`src/rtl/fsync_pkg.sv`:
```
package fsync_pkg;
  typedef enum logic [1:0] {
    SEEK_WORD = 2'd0,
    SEEK_BIT  = 2'd1,
    TRACKING  = 2'd2
  } sync_state_e;
endpackage

```
`src/rtl/fsbck_edge_det.sv`:
```
module fsbck_edge_det #(
  parameter int STAGES  = 2,
  parameter bit FALLING = 1'b0
) (
  input  logic clk,
  input  logic rst_n,
  input  logic din,
  output logic edge_o
);
  // Reset to the idle level of the watched edge so no false edge appears.
  localparam logic IDLE = ~FALLING;

  logic [STAGES-1:0] chain_q, chain_d;
  logic              last_q;

  always_comb chain_d = {chain_q[STAGES-2:0], din};

  always_ff @(posedge clk or negedge rst_n) begin
    if (!rst_n) begin
      chain_q <= {STAGES{IDLE}};
      last_q  <= IDLE;
    end else begin
      chain_q <= chain_d;
      last_q  <= chain_q[STAGES-1];
    end
  end

  generate
    if (FALLING) begin : g_fall
      assign edge_o = last_q & ~chain_q[STAGES-1];
    end else begin : g_rise
      assign edge_o = chain_q[STAGES-1] & ~last_q;
    end
  endgenerate
endmodule

```
`src/rtl/fsbck_phase_tracker.sv`:
```
module fsbck_phase_tracker #(
  parameter int CNT_W = 11,
  parameter int EARLY = 2,
  parameter int LATE  = 1
) (
  input  logic             clk,
  input  logic             rst_n,
  input  logic             clr_i,
  input  logic             align_i,
  input  logic             edge_i,
  input  logic [CNT_W-1:0] period_i,
  output logic             bound_o,
  output logic             close_o,
  output logic             err_o
);
  logic [CNT_W-1:0] cnt_q, cnt_d;
  logic             seen_q, seen_d;
  logic             armed_q, armed_d;
  logic             in_win, at_close;

  always_comb begin
    in_win   = (cnt_q >= period_i - CNT_W'(EARLY)) || (cnt_q <= CNT_W'(LATE));
    at_close = (cnt_q == CNT_W'(LATE));
    err_o    = armed_q & ((edge_i & (~in_win | seen_q)) |
                          (at_close & ~seen_q & ~edge_i));
    bound_o  = armed_q & (cnt_q == '0);
    close_o  = armed_q & at_close;
  end

  always_comb begin
    cnt_d   = cnt_q;
    seen_d  = seen_q;
    armed_d = armed_q;
    if (clr_i) begin
      armed_d = 1'b0;
      cnt_d   = '0;
      seen_d  = 1'b0;
    end else if (align_i) begin
      // The aligning edge defines position 0; the next cycle is position 1.
      armed_d = 1'b1;
      cnt_d   = CNT_W'(1);
      seen_d  = (LATE > 0);
    end else if (armed_q) begin
      cnt_d = (cnt_q == period_i - CNT_W'(1)) ? '0 : cnt_q + CNT_W'(1);
      if (at_close)
        seen_d = 1'b0;
      else if (edge_i && in_win)
        seen_d = 1'b1;
    end
  end

  always_ff @(posedge clk or negedge rst_n) begin
    if (!rst_n) begin
      cnt_q   <= '0;
      seen_q  <= 1'b0;
      armed_q <= 1'b0;
    end else begin
      cnt_q   <= cnt_d;
      seen_q  <= seen_d;
      armed_q <= armed_d;
    end
  end
endmodule

```
`src/rtl/fsbck_lock_ctrl.sv`:
```
module fsbck_lock_ctrl
  import fsync_pkg::*;
#(
  parameter int LOCK_WORDS = 2
) (
  input  logic clk,
  input  logic rst_n,
  input  logic soft_rst,
  input  logic fs_rise,
  input  logic bck_fall,
  input  logic w_err,
  input  logic b_err,
  input  logic w_close,
  input  logic b_close,
  output logic w_align,
  output logic b_align,
  output logic trk_clr,
  output logic sync_ok,
  output logic resync_pulse
);
  localparam int GOOD_W = $clog2(LOCK_WORDS + 1);

  sync_state_e       state_q, state_d;
  logic [GOOD_W-1:0] good_q, good_d;
  logic              bit_ok_q, bit_ok_d;
  logic              ok_q, ok_d;
  logic              rsy_q, rsy_d;
  logic              err_any, restart, word_good;

  always_comb begin
    err_any   = ((state_q == SEEK_BIT) & w_err) |
                ((state_q == TRACKING) & (w_err | b_err));
    restart   = soft_rst | err_any;
    trk_clr   = restart;
    w_align   = (state_q == SEEK_WORD) & fs_rise & ~soft_rst;
    b_align   = (state_q == SEEK_BIT) & bck_fall & ~restart;
    word_good = (state_q == TRACKING) & w_close & (bit_ok_q | b_close);

    state_d = state_q;
    if (restart)
      state_d = SEEK_WORD;
    else if (w_align)
      state_d = SEEK_BIT;
    else if (b_align)
      state_d = TRACKING;

    good_d = good_q;
    if (restart || state_q != TRACKING)
      good_d = '0;
    else if (word_good && good_q != GOOD_W'(LOCK_WORDS))
      good_d = good_q + GOOD_W'(1);

    bit_ok_d = bit_ok_q;
    if (restart || state_q != TRACKING || w_close)
      bit_ok_d = 1'b0;
    else if (b_close)
      bit_ok_d = 1'b1;

    ok_d = ok_q;
    if (restart)
      ok_d = 1'b0;
    else if (word_good && good_q == GOOD_W'(LOCK_WORDS - 1))
      ok_d = 1'b1;

    rsy_d = err_any & ~soft_rst;
  end

  always_ff @(posedge clk or negedge rst_n) begin
    if (!rst_n) begin
      state_q  <= SEEK_WORD;
      good_q   <= '0;
      bit_ok_q <= 1'b0;
      ok_q     <= 1'b0;
      rsy_q    <= 1'b0;
    end else begin
      state_q  <= state_d;
      good_q   <= good_d;
      bit_ok_q <= bit_ok_d;
      ok_q     <= ok_d;
      rsy_q    <= rsy_d;
    end
  end

  assign sync_ok      = ok_q;
  assign resync_pulse = rsy_q;
endmodule

```
`src/rtl/fsbck_sync_monitor.sv`:
```
module fsbck_sync_monitor #(
  parameter int WORD_LEN_STD = 1024,
  parameter int WORD_LEN_ALT = 1280,
  parameter int BITS_FAST    = 128,
  parameter int BITS_SLOW    = 64,
  parameter int WIN_EARLY    = 2,
  parameter int WIN_LATE     = 1,
  parameter int LOCK_WORDS   = 2,
  parameter int SYNC_STAGES  = 2
) (
  input  logic clk,
  input  logic rst_n,
  input  logic soft_rst,
  input  logic mclk_ratio_hi,
  input  logic fast_rate,
  input  logic word_clk,
  input  logic bit_clk,
  output logic word_tick,
  output logic bit_tick,
  output logic sync_ok,
  output logic resync_pulse
);
  localparam int WORD_MAX = (WORD_LEN_ALT > WORD_LEN_STD) ? WORD_LEN_ALT : WORD_LEN_STD;
  localparam int CNT_W    = $clog2(WORD_MAX + 1);

  // Reset: asserted asynchronously, released through two flops.
  logic [1:0] rst_pipe_q;
  logic       rst_sync_n;
  always_ff @(posedge clk or negedge rst_n) begin
    if (!rst_n) rst_pipe_q <= 2'b00;
    else        rst_pipe_q <= {rst_pipe_q[0], 1'b1};
  end
  assign rst_sync_n = rst_pipe_q[1];

  // Index 0: word clock rising edge, index 1: bit clock falling edge.
  logic [1:0] raw_clk, clk_edge;
  assign raw_clk = {bit_clk, word_clk};

  generate
    for (genvar g = 0; g < 2; g++) begin : g_edge
      fsbck_edge_det #(
        .STAGES (SYNC_STAGES),
        .FALLING(g == 1)
      ) u_det (
        .clk   (clk),
        .rst_n (rst_sync_n),
        .din   (raw_clk[g]),
        .edge_o(clk_edge[g])
      );
    end
  endgenerate

  logic [CNT_W-1:0] word_len, bit_len;
  always_comb begin
    word_len = mclk_ratio_hi ? CNT_W'(WORD_LEN_ALT) : CNT_W'(WORD_LEN_STD);
    bit_len  = fast_rate ? CNT_W'(word_len / CNT_W'(BITS_FAST))
                         : CNT_W'(word_len / CNT_W'(BITS_SLOW));
  end

  logic trk_clr, w_align, b_align;
  logic w_bound, w_close, w_err;
  logic b_bound, b_close, b_err;

  fsbck_phase_tracker #(.CNT_W(CNT_W), .EARLY(WIN_EARLY), .LATE(WIN_LATE)) u_word (
    .clk     (clk),
    .rst_n   (rst_sync_n),
    .clr_i   (trk_clr),
    .align_i (w_align),
    .edge_i  (clk_edge[0]),
    .period_i(word_len),
    .bound_o (w_bound),
    .close_o (w_close),
    .err_o   (w_err)
  );

  fsbck_phase_tracker #(.CNT_W(CNT_W), .EARLY(WIN_EARLY), .LATE(WIN_LATE)) u_bit (
    .clk     (clk),
    .rst_n   (rst_sync_n),
    .clr_i   (trk_clr),
    .align_i (b_align),
    .edge_i  (clk_edge[1]),
    .period_i(bit_len),
    .bound_o (b_bound),
    .close_o (b_close),
    .err_o   (b_err)
  );

  fsbck_lock_ctrl #(.LOCK_WORDS(LOCK_WORDS)) u_lock (
    .clk         (clk),
    .rst_n       (rst_sync_n),
    .soft_rst    (soft_rst),
    .fs_rise     (clk_edge[0]),
    .bck_fall    (clk_edge[1]),
    .w_err       (w_err),
    .b_err       (b_err),
    .w_close     (w_close),
    .b_close     (b_close),
    .w_align     (w_align),
    .b_align     (b_align),
    .trk_clr     (trk_clr),
    .sync_ok     (sync_ok),
    .resync_pulse(resync_pulse)
  );

  assign word_tick = w_bound;
  assign bit_tick  = b_bound;
endmodule

```
`config.mk`:
```
export PLATFORM = sky130hd
export DESIGN_NAME = fsbck_sync_monitor
export DESIGN_NICKNAME = d
export VERILOG_FILES = /design/src/rtl/fsync_pkg.sv /design/src/rtl/fsbck_edge_det.sv /design/src/rtl/fsbck_phase_tracker.sv /design/src/rtl/fsbck_lock_ctrl.sv /design/src/rtl/fsbck_sync_monitor.sv
export SDC_FILE = /design/constraint.sdc
export NUM_CORES = 1
export LEC_CHECK = 0
export BUFFER_PORTS_ARGS = -buffer_cell sky130_fd_sc_hd__buf_4
export CAP_MARGIN = 30
export CORE_MARGIN = 2
export CORE_UTILIZATION = 30
export DETAILED_ROUTE_END_ITERATION = 10
export GPL_TIMING_DRIVEN = 0
export PLACE_DENSITY = 0.53
export SYNTH_ARGS = -nofsm -noshare
export SYNTH_HDL_FRONTEND = slang
export SYNTH_HIERARCHICAL = 1
export SYNTH_SLANG_ARGS = --single-unit
```
`constraint.sdc`:
```
create_clock -name clk -period 2.12 [get_ports clk]
set_clock_uncertainty 0.05 [all_clocks]
set_input_delay 0.424 -clock clk [delete_from_list [all_inputs] [get_ports clk]]
set_output_delay 0.424 -clock clk [all_outputs]
set_load 0.1 [all_outputs]
```
# Word-level counts from Yosys, hierarchy flattened

Cells that the tools add are included.

Register bits after elaboration: 41
Logic and storage cells: 133

Equal/unequal tests: 9
Add/sub/neg operators: 7
Bitwise operators: 41
Multiplexer cells: 33
Order comparisons: 4
Reductions and logical operators: 23

Operators with widths:

| operator                                                                | count |
|---|---|
| 11-bit two-way mux                                                      | 8 |
| 1-bit bitwise AND                                                       | 23 |
| 11-bit by 1-bit adder with 11-bit output (second input constant)        | 2 |
| 11-bit by 1-bit == test with 1-bit output (second input constant)       | 2 |
| 11-bit == test                                                          | 2 |
| 11-bit >= comparator                                                    | 2 |
| 11-bit by 1-bit <= comparator with 1-bit output (second input constant) | 2 |
| 11-bit logical NOT                                                      | 2 |
| 1-bit two-way mux                                                       | 18 |
| 11-bit by 1-bit subtractor with 11-bit output (second input constant)   | 1 |
| 11-bit by 2-bit subtractor with 11-bit output (second input constant)   | 1 |
| 2-bit two-way mux                                                       | 5 |
| 1-bit NOT                                                               | 10 |
| 2-bit nonzero test                                                      | 5 |
| 9-bit two-way mux                                                       | 1 |
| 3-bit nonzero test                                                      | 3 |
| 1-bit OR                                                                | 8 |
| 4-bit nonzero test                                                      | 2 |
| 5-bit by 1-bit subtractor with 6-bit output (second input constant)     | 1 |
| 5-bit by 2-bit subtractor with 6-bit output (second input constant)     | 1 |
| 5-bit two-way mux                                                       | 1 |
| 2-bit by 1-bit == test with 1-bit output (second input constant)        | 2 |
| 1-bit logical AND                                                       | 4 |
| 1-bit logical OR                                                        | 4 |
| 5 further kinds                                                         | 7 |

# Depth between registers and ports, before layout

Depth after elaboration: 19
Depth in mapped cells: 20
Gate-level depth less buffers: 19

# Modules after synthesis

Netlist, hierarchy kept.

Modules (own cells, without submodules):

| module                           | times used | sequential area each (sq um) | cells an instance | area each (sq um) |
|---|---|---|---|---|
| fsbck_phase_tracker (u_bit)      | 1          | 325.3                        | 196               | 1617.8 |
| fsbck_phase_tracker (u_word)     | 1          | 325.3                        | 189               | 1592.8 |
| fsbck_lock_ctrl                  | 1          | 175.2                        | 39                | 375.4 |
| fsbck_edge_det (g_edge[0].u_det) | 1          | 78.8                         | 4                 | 92.6 |
| fsbck_edge_det (g_edge[1].u_det) | 1          | 75.1                         | 4                 | 88.8 |
| fsbck_sync_monitor               | 1          | 50.0                         | 7                 | 73.8 |

# Worst setup path before layout

OpenSTA, ideal clock, no wires.

Path type: input port to flip-flop
Start point: input fast_rate
End point: register u_bit.cnt_q[0]
Buffers on the path: 2
Data arrival time: 4265 ps
Stages on the path: 17
Slack: -2278 ps
Library setup time: 84 ps
Path through: buf_6 > or3_4 > buf_6 > or4_1 > xor2_1 > ha_1 > nand2_1 > o221ai_1 > a21oi_1 > o221a_2 > or2_1 > a221o_1 > nor3_1 > inv_1 > and3_1 > or3_1 > a41oi_2

Word-level cells in the longest chain between the ends: 17
Elaborated cells between the ends (all ways): 22

Ends and longest elaborated chain:

| item                                            | RTL line                  | text |
|---|---|---|
| start, declared                                 | fsbck_sync_monitor.sv:15  | `input logic fast_rate,` |
| 5-bit two-way mux (*)                           | fsbck_sync_monitor.sv:56  | `bit_len = fast_rate ? CNT_W'(word_len / CNT_W'(BITS_FAST))` |
| 5-bit by 2-bit subtractor with 6-bit output (*) | fsbck_phase_tracker.sv:22 | `in_win = (cnt_q >= period_i - CNT_W'(EARLY)) \|\| (cnt_q <= CNT_W'(LATE));` |
| 11-bit >= comparator (*)                        | fsbck_phase_tracker.sv:22 |  |
| 1-bit logical OR (*)                            | fsbck_phase_tracker.sv:22 |  |
| 1-bit NOT (*)                                   | fsbck_phase_tracker.sv:24 | `err_o = armed_q & ((edge_i & (~in_win \| seen_q)) \|` |
| 1-bit OR (*)                                    | fsbck_phase_tracker.sv:24 |  |
| 1-bit bitwise AND (*)                           | fsbck_phase_tracker.sv:24 |  |
| 1-bit OR (*)                                    | fsbck_phase_tracker.sv:24 |  |
| [1 not listed]                                  | -                         |  |
| net b_err                                       | fsbck_sync_monitor.sv:62  | `logic b_bound, b_close, b_err;` |
| [2 not listed]                                  | -                         |  |
| 1-bit OR (*)                                    | fsbck_lock_ctrl.sv:31     | `err_any = ((state_q == SEEK_BIT) & w_err) \|` |
| 1-bit OR (*)                                    | fsbck_lock_ctrl.sv:33     | `restart = soft_rst \| err_any;` |
| net trk_clr                                     | fsbck_sync_monitor.sv:60  | `logic trk_clr, w_align, b_align;` |
| 1-bit NOT (*)                                   | fsbck_lock_ctrl.sv:36     | `b_align = (state_q == SEEK_BIT) & bck_fall & ~restart;` |
| 1-bit bitwise AND (*)                           | fsbck_lock_ctrl.sv:36     |  |
| net b_align                                     | fsbck_sync_monitor.sv:60  |  |
| 11-bit two-way mux                              | fsbck_phase_tracker.sv:38 | `end else if (align_i) begin` |
| 11-bit two-way mux                              | fsbck_phase_tracker.sv:34 | `if (clr_i) begin` |
| end signal, assigned                            | fsbck_phase_tracker.sv:58 | `cnt_q <= cnt_d;` |
| end, declared                                   | fsbck_phase_tracker.sv:16 | `logic [CNT_W-1:0] cnt_q, cnt_d;` |

The timed path passes the listed nets; every way through them passes the cells marked *. The select of a mux whose other input is x is not followed.
A chain may end at the register's enable or synchronous reset.

# Worst setup path after layout

Ends and elaborated chain as after synthesis.

==> results by group <==
Run status
  • Status: finished with violations
  • Failing checks: negative setup slack

Worst setup path
  • WP data required: 2.27 ns
  • RR Startpoint: u_word/cnt_q[3]$_DFFE_PN0P_
  • Depth of the most critical reg-to-reg path: 12
  • Critical Path End Type: flip-flop
  • Setup crit start kind: input port
  • Worst reg2reg setup slack: -1.25 ns
  • CP Class: in -> reg
  • Critical path arrival: 4.02 ns
  • Crit path buf inv count: 3
  • CP top delay family: simple AND/OR/NAND/NOR gates
  • CP cell instances: buf_12, buf_6, or3_4, or4_4, xor2_2, ha_1, nand2_1, o221ai_1, a21oi_1, o221a_2, or2_1, a221o_2, nor3_4, inv_2, and3_4, or3_1, a41oi_2
  • FF-to-FF End: u_bit/cnt_q[0]$_DFFE_PN0P_
  • Crit-path slowest cell: or4_4
  • Crit-path max FO: 4
  • CP peak stage delay: 0.44 ns

Floorplan
  • Die width: 117 um
  • Starting Density: 30.6%
  • Die H: 117 um
  • Row cnt: 41
  • Core area: 12600 sq um
  • Full die area: 13700 sq um
  • Top-level I/O count: 11

Timing
  • Highest clock rate: 0.258 GHz
  • Setup ws final: -1.75 ns
  • Fin crit period: 3.87 ns
  • Final setup TNS: -47.64 ns
  • RSZ-0062 raised after global routing: true
  • Worst slew margin: 25.3%
  • Final Cycle Share: 183%
  • Worst slew pin tran: 1.12 ns
  • Final-report max-slew violation count: 0
  • Final Hold Viols: 0
  • Final setup viols: 35

CTS
  • Worst-Skew Late Latency: 0.28 ns
  • Clock Path Buffers: 2
  • TritonCTS clock tree: yes
  • Total CTS buffers: 5
  • Clock-pin slew on the worst setup and hold paths: 0.06 ns
  • Sink Count: 41
  • H-tree depth: 2
  • Root Driver: clkbuf_16

Logic synthesis
  • Area share of the largest cell type after synthesis: 24.8%
  • Async SR Flop Fraction: 100%
  • Mean Syn Cell Area: 8.75 sq um
  • Synth warnings: 6
  • Ys flop type: dfrtp_1
  • Main area contributors after synthesis: dfrtp_1 (25%), ha_1 (11%), xnor2_1 (6.2%)
  • Synth cell count leaders: dfrtp_1 (38), nor2_1 (37), ha_1 (34), xnor2_1 (27), nand2_1 (25)
  • Top cell type by total area after synthesis: dfrtp_1
  • Post-synth EDFFs: 0
  • Register area share after synthesis: 26.8%
  • Cell variety after synth: 77
  • Mapped Cells: 439
  • Synth Register Bits: 41
  • Dominant cell by count in the synthesized netlist: dfrtp_1
  • Synthesized area: 3840 sq um

Final layout
  • Fin cells: 700
  • Fin util: 41.3%
  • Share of cells above drive strength 1: 29.4%
  • ANT cells: 0
  • Layout area overhead: 35.2%
  • # nets final: 568
  • Number of fill cells: 1248

Route
  • DR vias/cell: 4.87
  • DRC: 0
  • WL per Instance: 14.0 um
  • Vias: 3408
  • Antenna Nets Post-Route: 0
  • TritonRoute pass-1 iters: 4
  • DR iter-0 viols: 230
  • Routed WL: 9780 um

Global route
  • GR Util met1: 20.8%
  • GR peak layer: met2
  • Global-route wire length before repair: 16100 um
  • Initial antenna violation count: 0
  • Grt ovf: 0
  • M3 GR Usage: 1.54%
  • Grt met2 use: 24.6%
  • Total track usage: 14.9%
  • Largest net degree at the start of global routing: 40
  • Vias in the first global route: 3312

Power and ir drop
  • Power Total: 2.17 mW
  • LEAKAGE: 2.17 nW
  • PD cells: 418 nW/um^2
  • Worst vdd ir: 0.288 mV

Hold path
  • Hold crit path type: in -> reg
  • Worst Hold Depth: 1
  • Hold path start: bit_clk
  • WHS Endpoint: g_edge[1].u_det/chain_q[0]$_DFF_PN0_

Place
  • IO buf count: 10
  • Estimated wirelength of the detail-placed design: 6870 um
  • Routability cong.: 0.842
  • Placed cells: 665

Run
  • Max-cap viol count: 0
how the worst max path moves through the flow:
stage | slack [ns] | cells after the start | start | to
finish | -1.75 | 17 | fast_rate | u_bit/cnt_q[0]$_DFFE_PN0P_
global placement | -2.50 | 18 | fast_rate | u_bit/cnt_q[0]$_DFFE_PN0P_
global route | -1.89 | 18 | fast_rate | u_bit/cnt_q[0]$_DFFE_PN0P_
detailed placement | -2.51 | 19 | mclk_ratio_hi | u_bit/cnt_q[0]$_DFFE_PN0P_
CTS | -1.86 | 17 | fast_rate | u_bit/cnt_q[0]$_DFFE_PN0P_
floorplan | -1.79 | 18 | fast_rate | u_bit/cnt_q[0]$_DFFE_PN0P_
worst reg2reg max path: cells and delay by family, from the launching register on:
family / cells / cell delay [ns]
flip-flops: 1 / 0.53
buffers and inverters: 1 / 0.06
adder cells (fa/ha/maj): 1 / 0.20
AO/OA/AOI/OAI: 5 / 1.38
AND/OR/NAND/NOR: 5 / 1.07
through the flow:
step                      instance area [sq um]  worst slack (ns)  hold slack, ns
after floorplan                            4060             -1.79          0.0784
after global placement                     4350             -2.50           0.157
after detailed placement                   4350             -2.51           0.157
after CTS                                  4970             -1.86           0.188
after global routing                       5190             -1.89           0.181
final                                      5190             -1.75           0.193
cell usage in the layout, fill, tap and decap left out, drive strengths merged, types with 19 or more instances in the layout:
| cell | netlist | final |
|---|---|---|
| xor2 | 21 | 21 |
| inv | 20 | 19 |
| dfrtp | 38 | 38 |
| clkbuf | 16 | 19 |
| nand2 | 26 | 26 |
| nand3 | 21 | 21 |
| xnor2 | 27 | 27 |
| nor2 | 37 | 37 |
| ha | 34 | 34 |
| buf | 11 | 50 |
| conb | 2 | 46 |
logic make-up after synthesis:
kind of cell / count (synthesis) / share of synthesized area (%)
muxes: 4 / 1.07
other: 2 / 0.196
adders and majority gates: 34 / 11.1
DFF: 41 / 26.8
and+or+nand+nor: 184 / 29.2
AOI/OAI and AO/OA: 79 / 15.2
buffers and inverters: 47 / 5.47
xor gates and xnor gates: 48 / 10.9
registers in the layout, summed over array words and instances (netlist names):
signal	flops
u_bit/cnt_q	11
u_bit/armed_q	1
rst_pipe_q	2
u_lock/resync_pulse	1
u_word/cnt_q	11
u_word/seen_q	1
u_bit/seen_q	1
u_lock/state_q	2
u_lock/good_q	2
g_edge.u_det/chain_q	4
u_word/armed_q	1
g_edge.u_det/last_q	2
u_lock/bit_ok_q	1
u_lock/sync_ok	1
metal layers:
metal	share of wire, %	up-vias
li1	-	1722
met1	47	1626
met2	49	52
met3	2.4	8
met4	1.0	0
met5	0	-
timing repair:
| action | in CTS | in global routing |
|---|---|---|
| hold buffers | 1 | 0 |
| cloned | 0 | 0 |
| setup buffers | 23 | 11 |
| pin swaps | 22 | 23 |
| hold endpoints to repair | 2 | 0 |
| resized for setup | 70 | 41 |
| setup endpoints to repair | 35 | 35 |
cell type report:
| cell class | count | area [sq um] | area share [%] |
|---|---|---|---|
| plain buffers | 24 | 156 | 3.01 |
| repair buffers | 40 | 393 | 7.56 |
| clock inverters | 2 | 37.5 | 0.723 |
| multi-input cells | 395 | 3140 | 60.5 |
| flip-flops and latches | 41 | 1030 | 19.9 |
| well taps | 172 | 215 | 4.14 |
| inverters | 20 | 78.8 | 1.52 |
| clock buffers | 6 | 139 | 2.67 |
power breakdown:
group,switching (mW),leakage [nW],internal [mW],total (mW)
registers,0.0295,0.546,0.801,0.830
logic,0.244,1.54,0.196,0.440
clock network,0.313,0.0831,0.588,0.901
total,0.586,2.17,1.58,2.17
No activity file was read; power rests on OpenSTA's default activity.
